==> config.mk <==
export PLATFORM = sky130hd
export DESIGN_NAME = nic_cmd_stat
export DESIGN_NICKNAME = d
export VERILOG_FILES = /design/src/rtl/nic_cs_pkg.sv /design/src/rtl/nic_cs_host.sv /design/src/rtl/nic_cs_events.sv /design/src/rtl/nic_cs_unit.sv /design/src/rtl/nic_cmd_stat.sv
export SDC_FILE = /design/constraint.sdc
export NUM_CORES = 1
export LEC_CHECK = 0
export CAP_MARGIN = 0
export CELL_PAD_IN_SITES_DETAIL_PLACEMENT = 0
export CELL_PAD_IN_SITES_GLOBAL_PLACEMENT = 1
export CORE_MARGIN = 3
export CORE_UTILIZATION = 40
export CTS_CLUSTER_DIAMETER = 80
export DETAILED_ROUTE_END_ITERATION = 12
export GPL_ROUTABILITY_DRIVEN = 0
export PLACE_DENSITY_LB_ADDON = 0.25
export SLEW_MARGIN = 40
export SYNTH_ARGS = -nofsm -noshare
export SYNTH_HDL_FRONTEND = slang
export SYNTH_HIERARCHICAL = 1
export SYNTH_SLANG_ARGS = --single-unit
==> constraint.sdc <==
create_clock -name clk -period 3.3 [get_ports clk]
set_clock_uncertainty 0.2 [all_clocks]
set_input_delay 0.66 -clock clk [delete_from_list [all_inputs] [get_ports clk]]
set_output_delay 0.66 -clock clk [all_outputs]
set_load 0.05 [all_outputs]
==> src/rtl/nic_cs_pkg.sv <==
package nic_cs_pkg;

  localparam int EVT_W   = 6;
  localparam int EVT_LSB = 10;
  localparam int NIB_W   = 4;

  // event slot positions inside the event vector (status bit = EVT_LSB + slot)
  localparam int EV_SWI  = 0;
  localparam int EV_MGMT = 1;
  localparam int EV_RNR  = 2;
  localparam int EV_CNA  = 3;
  localparam int EV_FR   = 4;
  localparam int EV_CX   = 5;

  // byte lanes of the control word
  localparam int LANE_STAT = 0;
  localparam int LANE_ACK  = 1;
  localparam int LANE_CMD  = 2;
  localparam int LANE_ICTL = 3;

  typedef enum logic [1:0] {
    CU_IDLE   = 2'b00,
    CU_SUSP   = 2'b01,
    CU_ACTIVE = 2'b10,
    CU_RSVD   = 2'b11
  } cu_state_e;

  typedef logic [NIB_W-1:0] cmd_nib_t;

  // receive-unit state code to status field
  function automatic logic [5:0] ru_field(input logic [1:0] code);
    logic [5:0] f;
    case (code)
      2'd1:    f = 6'h04;
      2'd2:    f = 6'h08;
      2'd3:    f = 6'h10;
      default: f = 6'h00;
    endcase
    return f;
  endfunction

  // codes that carry the pointer register as operand
  function automatic logic uses_ptr(input logic is_cu, input cmd_nib_t c);
    logic r;
    if (is_cu) r = (c == 4'h1) || (c == 4'h4) || (c == 4'h6);
    else       r = (c == 4'h1) || (c == 4'h5) || (c == 4'h6);
    return r;
  endfunction

endpackage

==> src/rtl/nic_cs_host.sv <==
module nic_cs_host
  import nic_cs_pkg::*;
#(
  parameter int DATA_W = 32,
  parameter int PTR_W  = 32
) (
  input  logic              clk,
  input  logic              rst_n,
  input  logic              host_en,
  input  logic              host_we,
  input  logic              host_word_sel,
  input  logic [DATA_W/8-1:0] host_be,
  input  logic [DATA_W-1:0] host_wdata,
  output logic [DATA_W-1:0] host_rdata,
  input  logic [EVT_W-1:0]  ev_bits,
  input  logic [7:0]        cmd_pend,
  input  logic [7:0]        stat_low,
  output logic              ack_en,
  output logic [EVT_W-1:0]  ack_bits,
  output logic              cmd_en,
  output logic [7:0]        cmd_byte,
  output logic              swi_set,
  output logic              mask_q,
  output logic [PTR_W-1:0]  gen_ptr
);

  localparam int NBYTES = DATA_W / 8;
  localparam int PBYTES = PTR_W / 8;

  logic             wr_ctl;
  logic             wr_ptr;
  logic             mask_d;
  logic             mask_en;
  logic [PTR_W-1:0] ptr_d;

  assign wr_ctl = host_en && host_we && !host_word_sel;
  assign wr_ptr = host_en && host_we &&  host_word_sel;

  // write strobes toward the event and command logic
  assign ack_en   = wr_ctl && host_be[LANE_ACK];
  assign ack_bits = host_wdata[EVT_LSB +: EVT_W];
  assign cmd_en   = wr_ctl && host_be[LANE_CMD];
  assign cmd_byte = host_wdata[LANE_CMD*8 +: 8];
  assign mask_en  = wr_ctl && host_be[LANE_ICTL];
  assign swi_set  = mask_en && host_wdata[LANE_ICTL*8 + 1];

  // next state: interrupt mask
  always_comb begin
    mask_d = mask_q;
    if (mask_en) mask_d = host_wdata[LANE_ICTL*8];
  end

  // next state: pointer register, one lane per byte enable
  for (genvar b = 0; b < PBYTES; b++) begin : g_ptr_lane
    always_comb begin
      ptr_d[b*8 +: 8] = gen_ptr[b*8 +: 8];
      if (wr_ptr && host_be[b]) ptr_d[b*8 +: 8] = host_wdata[b*8 +: 8];
    end
  end

  always_ff @(posedge clk or negedge rst_n) begin
    if (!rst_n) begin
      mask_q  <= 1'b1;
      gen_ptr <= '0;
    end else begin
      mask_q  <= mask_d;
      gen_ptr <= ptr_d;
    end
  end

  // read mux
  logic [DATA_W-1:0] ctl_word;
  always_comb begin
    ctl_word = '0;
    ctl_word[LANE_STAT*8 +: 8]   = stat_low;
    ctl_word[EVT_LSB +: EVT_W]   = ev_bits;
    ctl_word[LANE_CMD*8 +: 8]    = cmd_pend;
    ctl_word[LANE_ICTL*8]        = mask_q;
  end

  assign host_rdata = host_word_sel ? DATA_W'(gen_ptr) : ctl_word;

  logic unused_ok;
  assign unused_ok = ^{host_be[NBYTES-1:0]};

endmodule

==> src/rtl/nic_cs_events.sv <==
module nic_cs_events
  import nic_cs_pkg::*;
#(
  parameter int N_EV = EVT_W
) (
  input  logic            clk,
  input  logic            rst_n,
  input  logic [N_EV-1:0] ev_in,
  input  logic [1:0]      cu_state,
  input  logic            ack_en,
  input  logic [N_EV-1:0] ack_bits,
  input  logic            mask,
  output logic [N_EV-1:0] ev_q,
  output logic            irq
);

  logic [1:0]      cu_prev_q;
  logic [N_EV-1:0] ev_d;
  logic [N_EV-1:0] ev_set;
  logic [N_EV-1:0] ev_clr;
  logic            cu_left;

  assign cu_left = (cu_prev_q == CU_ACTIVE) && (cu_state != CU_ACTIVE);

  always_comb begin
    ev_set         = ev_in;
    ev_set[EV_CNA] = ev_in[EV_CNA] | cu_left;
    ev_clr         = ack_en ? ack_bits : '0;
    // a new event overrides a same-cycle acknowledge
    ev_d           = ev_set | (ev_q & ~ev_clr);
  end

  always_ff @(posedge clk or negedge rst_n) begin
    if (!rst_n) begin
      ev_q      <= '0;
      cu_prev_q <= CU_IDLE;
    end else begin
      ev_q      <= ev_d;
      cu_prev_q <= cu_state;
    end
  end

  assign irq = (|ev_q) && !mask;

endmodule

==> src/rtl/nic_cs_unit.sv <==
module nic_cs_unit
  import nic_cs_pkg::*;
#(
  parameter bit IS_CU = 1'b1,
  parameter int PTR_W = 32
) (
  input  logic             clk,
  input  logic             rst_n,
  input  logic             wr_en,
  input  cmd_nib_t         wr_nib,
  input  logic             ready,
  input  logic [PTR_W-1:0] gen_ptr,
  output cmd_nib_t         pend_q,
  output logic             take_q,
  output cmd_nib_t         code_q,
  output logic [PTR_W-1:0] op_q
);

  logic             accept;
  logic             op_en;
  cmd_nib_t         pend_d;
  logic             take_d;
  cmd_nib_t         code_d;
  logic [PTR_W-1:0] op_d;

  assign accept = (pend_q != '0) && ready;
  assign op_en  = accept && uses_ptr(IS_CU, pend_q);

  always_comb begin
    pend_d = pend_q;
    if (accept) pend_d = '0;
    if (wr_en)  pend_d = wr_nib;   // a host write replaces the slot
    take_d = accept;
    code_d = accept ? pend_q : code_q;
    op_d   = op_en ? gen_ptr : op_q;
  end

  always_ff @(posedge clk or negedge rst_n) begin
    if (!rst_n) begin
      pend_q <= '0;
      take_q <= 1'b0;
      code_q <= '0;
      op_q   <= '0;
    end else begin
      pend_q <= pend_d;
      take_q <= take_d;
      code_q <= code_d;
      op_q   <= op_d;
    end
  end

endmodule

==> src/rtl/nic_cmd_stat.sv <==
module nic_cmd_stat
  import nic_cs_pkg::*;
#(
  parameter int DATA_W = 32,
  parameter int PTR_W  = 32
) (
  input  logic              clk,
  input  logic              rst_n,
  input  logic              host_en,
  input  logic              host_we,
  input  logic              host_word_sel,
  input  logic [DATA_W/8-1:0] host_be,
  input  logic [DATA_W-1:0] host_wdata,
  output logic [DATA_W-1:0] host_rdata,
  input  logic [1:0]        ru_state_i,
  input  logic [1:0]        cu_state_i,
  input  logic              evt_cmd_done,
  input  logic              evt_frame_rx,
  input  logic              evt_rx_not_ready,
  input  logic              evt_mgmt_done,
  input  logic              cu_ready,
  output logic              cu_take,
  output logic [NIB_W-1:0]  cu_code,
  output logic [PTR_W-1:0]  cu_operand,
  input  logic              ru_ready,
  output logic              ru_take,
  output logic [NIB_W-1:0]  ru_code,
  output logic [PTR_W-1:0]  ru_operand,
  output logic              irq
);

  localparam int N_UNIT = 2;   // slot 0: command unit, slot 1: receive unit

  logic             ack_en;
  logic [EVT_W-1:0] ack_bits;
  logic             cmd_en;
  logic [7:0]       cmd_byte;
  logic             swi_set;
  logic             mask_q;
  logic [PTR_W-1:0] gen_ptr;
  logic [EVT_W-1:0] ev_bits;
  logic [EVT_W-1:0] ev_raw;
  logic [7:0]       stat_low;
  logic [7:0]       cmd_pend;
  cmd_nib_t         cu_pend;
  cmd_nib_t         ru_pend;

  logic             u_ready [N_UNIT];
  cmd_nib_t         u_pend  [N_UNIT];
  logic             u_take  [N_UNIT];
  cmd_nib_t         u_code  [N_UNIT];
  logic [PTR_W-1:0] u_op    [N_UNIT];

  assign stat_low = {cu_state_i, ru_field(ru_state_i)};

  always_comb begin
    ev_raw          = '0;
    ev_raw[EV_SWI]  = swi_set;
    ev_raw[EV_MGMT] = evt_mgmt_done;
    ev_raw[EV_RNR]  = evt_rx_not_ready;
    ev_raw[EV_FR]   = evt_frame_rx;
    ev_raw[EV_CX]   = evt_cmd_done;
  end

  nic_cs_host #(
    .DATA_W (DATA_W),
    .PTR_W  (PTR_W)
  ) u_host (
    .clk           (clk),
    .rst_n         (rst_n),
    .host_en       (host_en),
    .host_we       (host_we),
    .host_word_sel (host_word_sel),
    .host_be       (host_be),
    .host_wdata    (host_wdata),
    .host_rdata    (host_rdata),
    .ev_bits       (ev_bits),
    .cmd_pend      (cmd_pend),
    .stat_low      (stat_low),
    .ack_en        (ack_en),
    .ack_bits      (ack_bits),
    .cmd_en        (cmd_en),
    .cmd_byte      (cmd_byte),
    .swi_set       (swi_set),
    .mask_q        (mask_q),
    .gen_ptr       (gen_ptr)
  );

  nic_cs_events #(
    .N_EV (EVT_W)
  ) u_events (
    .clk      (clk),
    .rst_n    (rst_n),
    .ev_in    (ev_raw),
    .cu_state (cu_state_i),
    .ack_en   (ack_en),
    .ack_bits (ack_bits),
    .mask     (mask_q),
    .ev_q     (ev_bits),
    .irq      (irq)
  );

  assign u_ready[0] = cu_ready;
  assign u_ready[1] = ru_ready;

  for (genvar u = 0; u < N_UNIT; u++) begin : g_unit
    nic_cs_unit #(
      .IS_CU (u == 0),
      .PTR_W (PTR_W)
    ) u_unit (
      .clk     (clk),
      .rst_n   (rst_n),
      .wr_en   (cmd_en),
      .wr_nib  (cmd_byte[(N_UNIT-1-u)*NIB_W +: NIB_W]),
      .ready   (u_ready[u]),
      .gen_ptr (gen_ptr),
      .pend_q  (u_pend[u]),
      .take_q  (u_take[u]),
      .code_q  (u_code[u]),
      .op_q    (u_op[u])
    );
  end

  assign cu_pend    = u_pend[0];
  assign ru_pend    = u_pend[1];
  assign cmd_pend   = {cu_pend, ru_pend};
  assign cu_take    = u_take[0];
  assign cu_code    = u_code[0];
  assign cu_operand = u_op[0];
  assign ru_take    = u_take[1];
  assign ru_code    = u_code[1];
  assign ru_operand = u_op[1];

endmodule

==> flow_summary.toml <==
[run_status]
status = "finished with violations"
violations = "hold timing"

[sta]
setup_tns_ns = 0
hold_ws_ns = -0.00276
fin_ws_ns = 0.431
final-hold-violation-count = 2
final.min_clock_period_ns = 2.87
rsz0062_at_grt = "no"
timing_max_transition_violations_final = 0
setup_violations = 0
fmax_mhz = 349
worst_pin_slew_ns = 0.787
fin_crit_sh = 0.869
slew-limit-headroom = 0.476

[route]
met2_length_um = 11500
vias = 6456
drc = 0
routedWlPerCell_um = 21.8
firstDrtPassIters = 5
wl_met1_um = 10400
vias_per_cell = 5.94
first_iter_violations = 391
top_layer_used = "met5"
wl_um = 23600
ant_nets = 0
dr_wl_met3_um = 1330

[pwr]
switchingPower_mw = 2.09
p_clk_frac = 0.323
switching_share = 0.367
ir_drop_uv = 386
power_density_nw_per_um2 = 581
intPower_mw = 3.60
leakagePower_nw = 3.64
power_frac_comb = 0.326
seq_power_share = 0.351

[clock_network]
clock_path_buffers = 2
cts.sinks = 123
path_clk_slew_ns = 0.06
cts_root_buffer = "clkbuf_16"
hold_buffers = 0
ctsResizeCount = 0
tritoncts = "built"
cts_inserted_buffers = 17
cts_htree_levels = 4
clk_latency_ns = 0.42
cts_post_setup_buffers_inserted = 0

[die]
die_area_um2 = 20700
start_util = 0.415
die_w_um = 144
fp-row-count = 49
ios = 158
die_y_um = 144
coreArea_um2 = 18300

[placed_design]
place_ws_ns = 0.479
dp_cells = 1053
dpl.hpwl_um = 15300
io_buffers = 157

[logic_synthesis]
synthFlopType = "dfrtp_1"
netlist.area_leader.share = 0.401
synth_area_um2 = 7600
yosysUniqueCellTypes = 35
async_flop_share = 1.00
synthCells = 730
yosysTopAreaCell = "dfrtp_1"
yosysSeqAreaShare = 0.405
yosys_warnings = 6
avgSynthCellArea_um2 = 10.4
yosys-top-cells-area = "dfrtp_1 40%, a221oi_2 12%, nand2b_1 11%"
ys_ff_latch = 123
synth_edf_count = 0

[worst_setup_path]
worstSetupStartpointType = "register"
arrival_ns = 2.01
worst-setup-path-type = "register to output pin"
cp_data_required_time_ns = 2.44
crit_path_end_kind = "output pin"
cp_max_fo = 3

[hold_path]
worstHoldPathType = "input pin to asynchronous set/reset pin"

[finish]
drive_gt1_frac = 0.257
final_common_cell = "nand2b_1"
layout_common_cells = "135 x nand2b_1, 128 x o22ai_1, 123 x clkdlybuf4s50_1, 120 x dfrtp_1, 66 x nor2_1"
final_nets = 894
area_growth_pct = 28.7
fin_cells = 1086

[global_routing]
grt_pass1_wl_um = 37400
grt_use_total = 0.232
grt_overflow = 0
antenna_found_initial = 2
grt_max_degree = 65
grt_pass1_vias = 6639

[job]
drv_cap = 0
-- Yosys cell counts, types with 4 or more instances --
| library cell | number |
|---|---|
| nand2b_1 | 137 |
| o22ai_1 | 128 |
| dfrtp_1 | 122 |
| nor2_1 | 67 |
| a221oi_2 | 60 |
| mux2_2 | 56 |
| buf_4 | 29 |
| buf_2 | 28 |
| clkbuf_1 | 15 |
| nand2_1 | 14 |
| and2_1 | 10 |
| buf_6 | 10 |
| a22o_1 | 8 |
| o21ai_0 | 6 |
| a21o_1 | 5 |
| nor2b_1 | 5 |
| a221oi_1 | 4 |
| inv_1 | 4 |
-- kinds of logic after synthesis --
| family | count (synthesis) | share of synthesized area |
|---|---|---|
| other | 1 | 0.000493 |
| and+or+nand+nor | 244 | 0.183 |
| buffers and inverters | 89 | 0.0727 |
| muxes | 56 | 0.0829 |
| AOI/OAI and AO/OA | 217 | 0.256 |
| DFF | 123 | 0.405 |
-- worst paths after layout --
check | cells past startpoint | start | slack, ns | endpoint
setup / recovery | 3 | u_events/ev_q[3]$_DFF_PN0_ | 0.43 | irq
hold / removal | 1 | rst_n | -0.003 | g_unit[0].u_unit/op_q[31]$_DFFE_PN0P_
setup reg to reg | 4 | g_unit[0].u_unit/pend_q[0]$_DFFE_PN0P_ | 1.07 | g_unit[0].u_unit/op_q[21]$_DFFE_PN0P_
hold reg to reg | 1 | u_events/ev_q[5]$_DFF_PN0_ | 0.30 | u_events/ev_q[5]$_DFF_PN0_
max in group asynchronous | 2 | rst_n | 2.08 | u_events/ev_q[4]$_DFF_PN0_
min in group clk | 1 | u_events/ev_q[5]$_DFF_PN0_ | 0.30 | u_events/ev_q[5]$_DFF_PN0_
-- metal layers --
layer,track usage,up-vias
met2,0.371,208
met3,0.0642,30
li1,-,2942
met4,0.0723,2
met1,0.308,3274
met5,0,-
-- worst max-delay path, cell delays in order, from the launching register on --
cell	delay [ns]
dfrtp_1	0.41
nor4_1	0.34
a21oi_1	0.13
clkdlybuf4s50_1	0.71
-- power groups by stage --
stage | combinational (mW) | sequential [mW] | clock [mW]
final | 1.85 | 2.00 | 1.83
after detailed placement | 1.86 | 2.02 | 0
after floorplan | 0.940 | 2.26 | 0
after global placement | 1.82 | 2.01 | 0
after CTS | 1.86 | 2.00 | 1.87
after global routing | 1.95 | 2.03 | 1.94
-- per-stage QoR --
stage / utilization / power [mW] / cell area (um2) / hold slack (ns)
CTS: 0.533 / 5.73 / 9780 / 0.138
detailed placement: 0.502 / 3.87 / 9210 / 0.284
global placement: 0.501 / 3.83 / 9180 / 0.283
global route: 0.534 / 5.92 / 9790 / 0.0386
floorplan: - / 3.20 / 7620 / 0.164
finish: 0.534 / 5.68 / 9790 / -0.00276
-- sequential cells by signal, indices dropped and copies added (netlist names) --
signal                flops
g_unit.u_unit/pend_q      8
u_host/gen_ptr           32
g_unit.u_unit/code_q      8
u_events/cu_prev_q        2
g_unit.u_unit/op_q       64
u_events/ev_q             6
g_unit.u_unit/take_q      2
u_host/mask_q             1
-- layout make-up --
type / instances / area [um2]
multi-input cells: 521 / 4020
diodes: 1 / 2.50
well taps: 229 / 287
clock buffers: 19 / 443
repair buffers: 175 / 1810
clock inverters: 13 / 126
fillers: 1583 / 8550
flip-flops and latches: 123 / 3080
inverters: 5 / 21.3
Power figures use the tool's default switching activity.
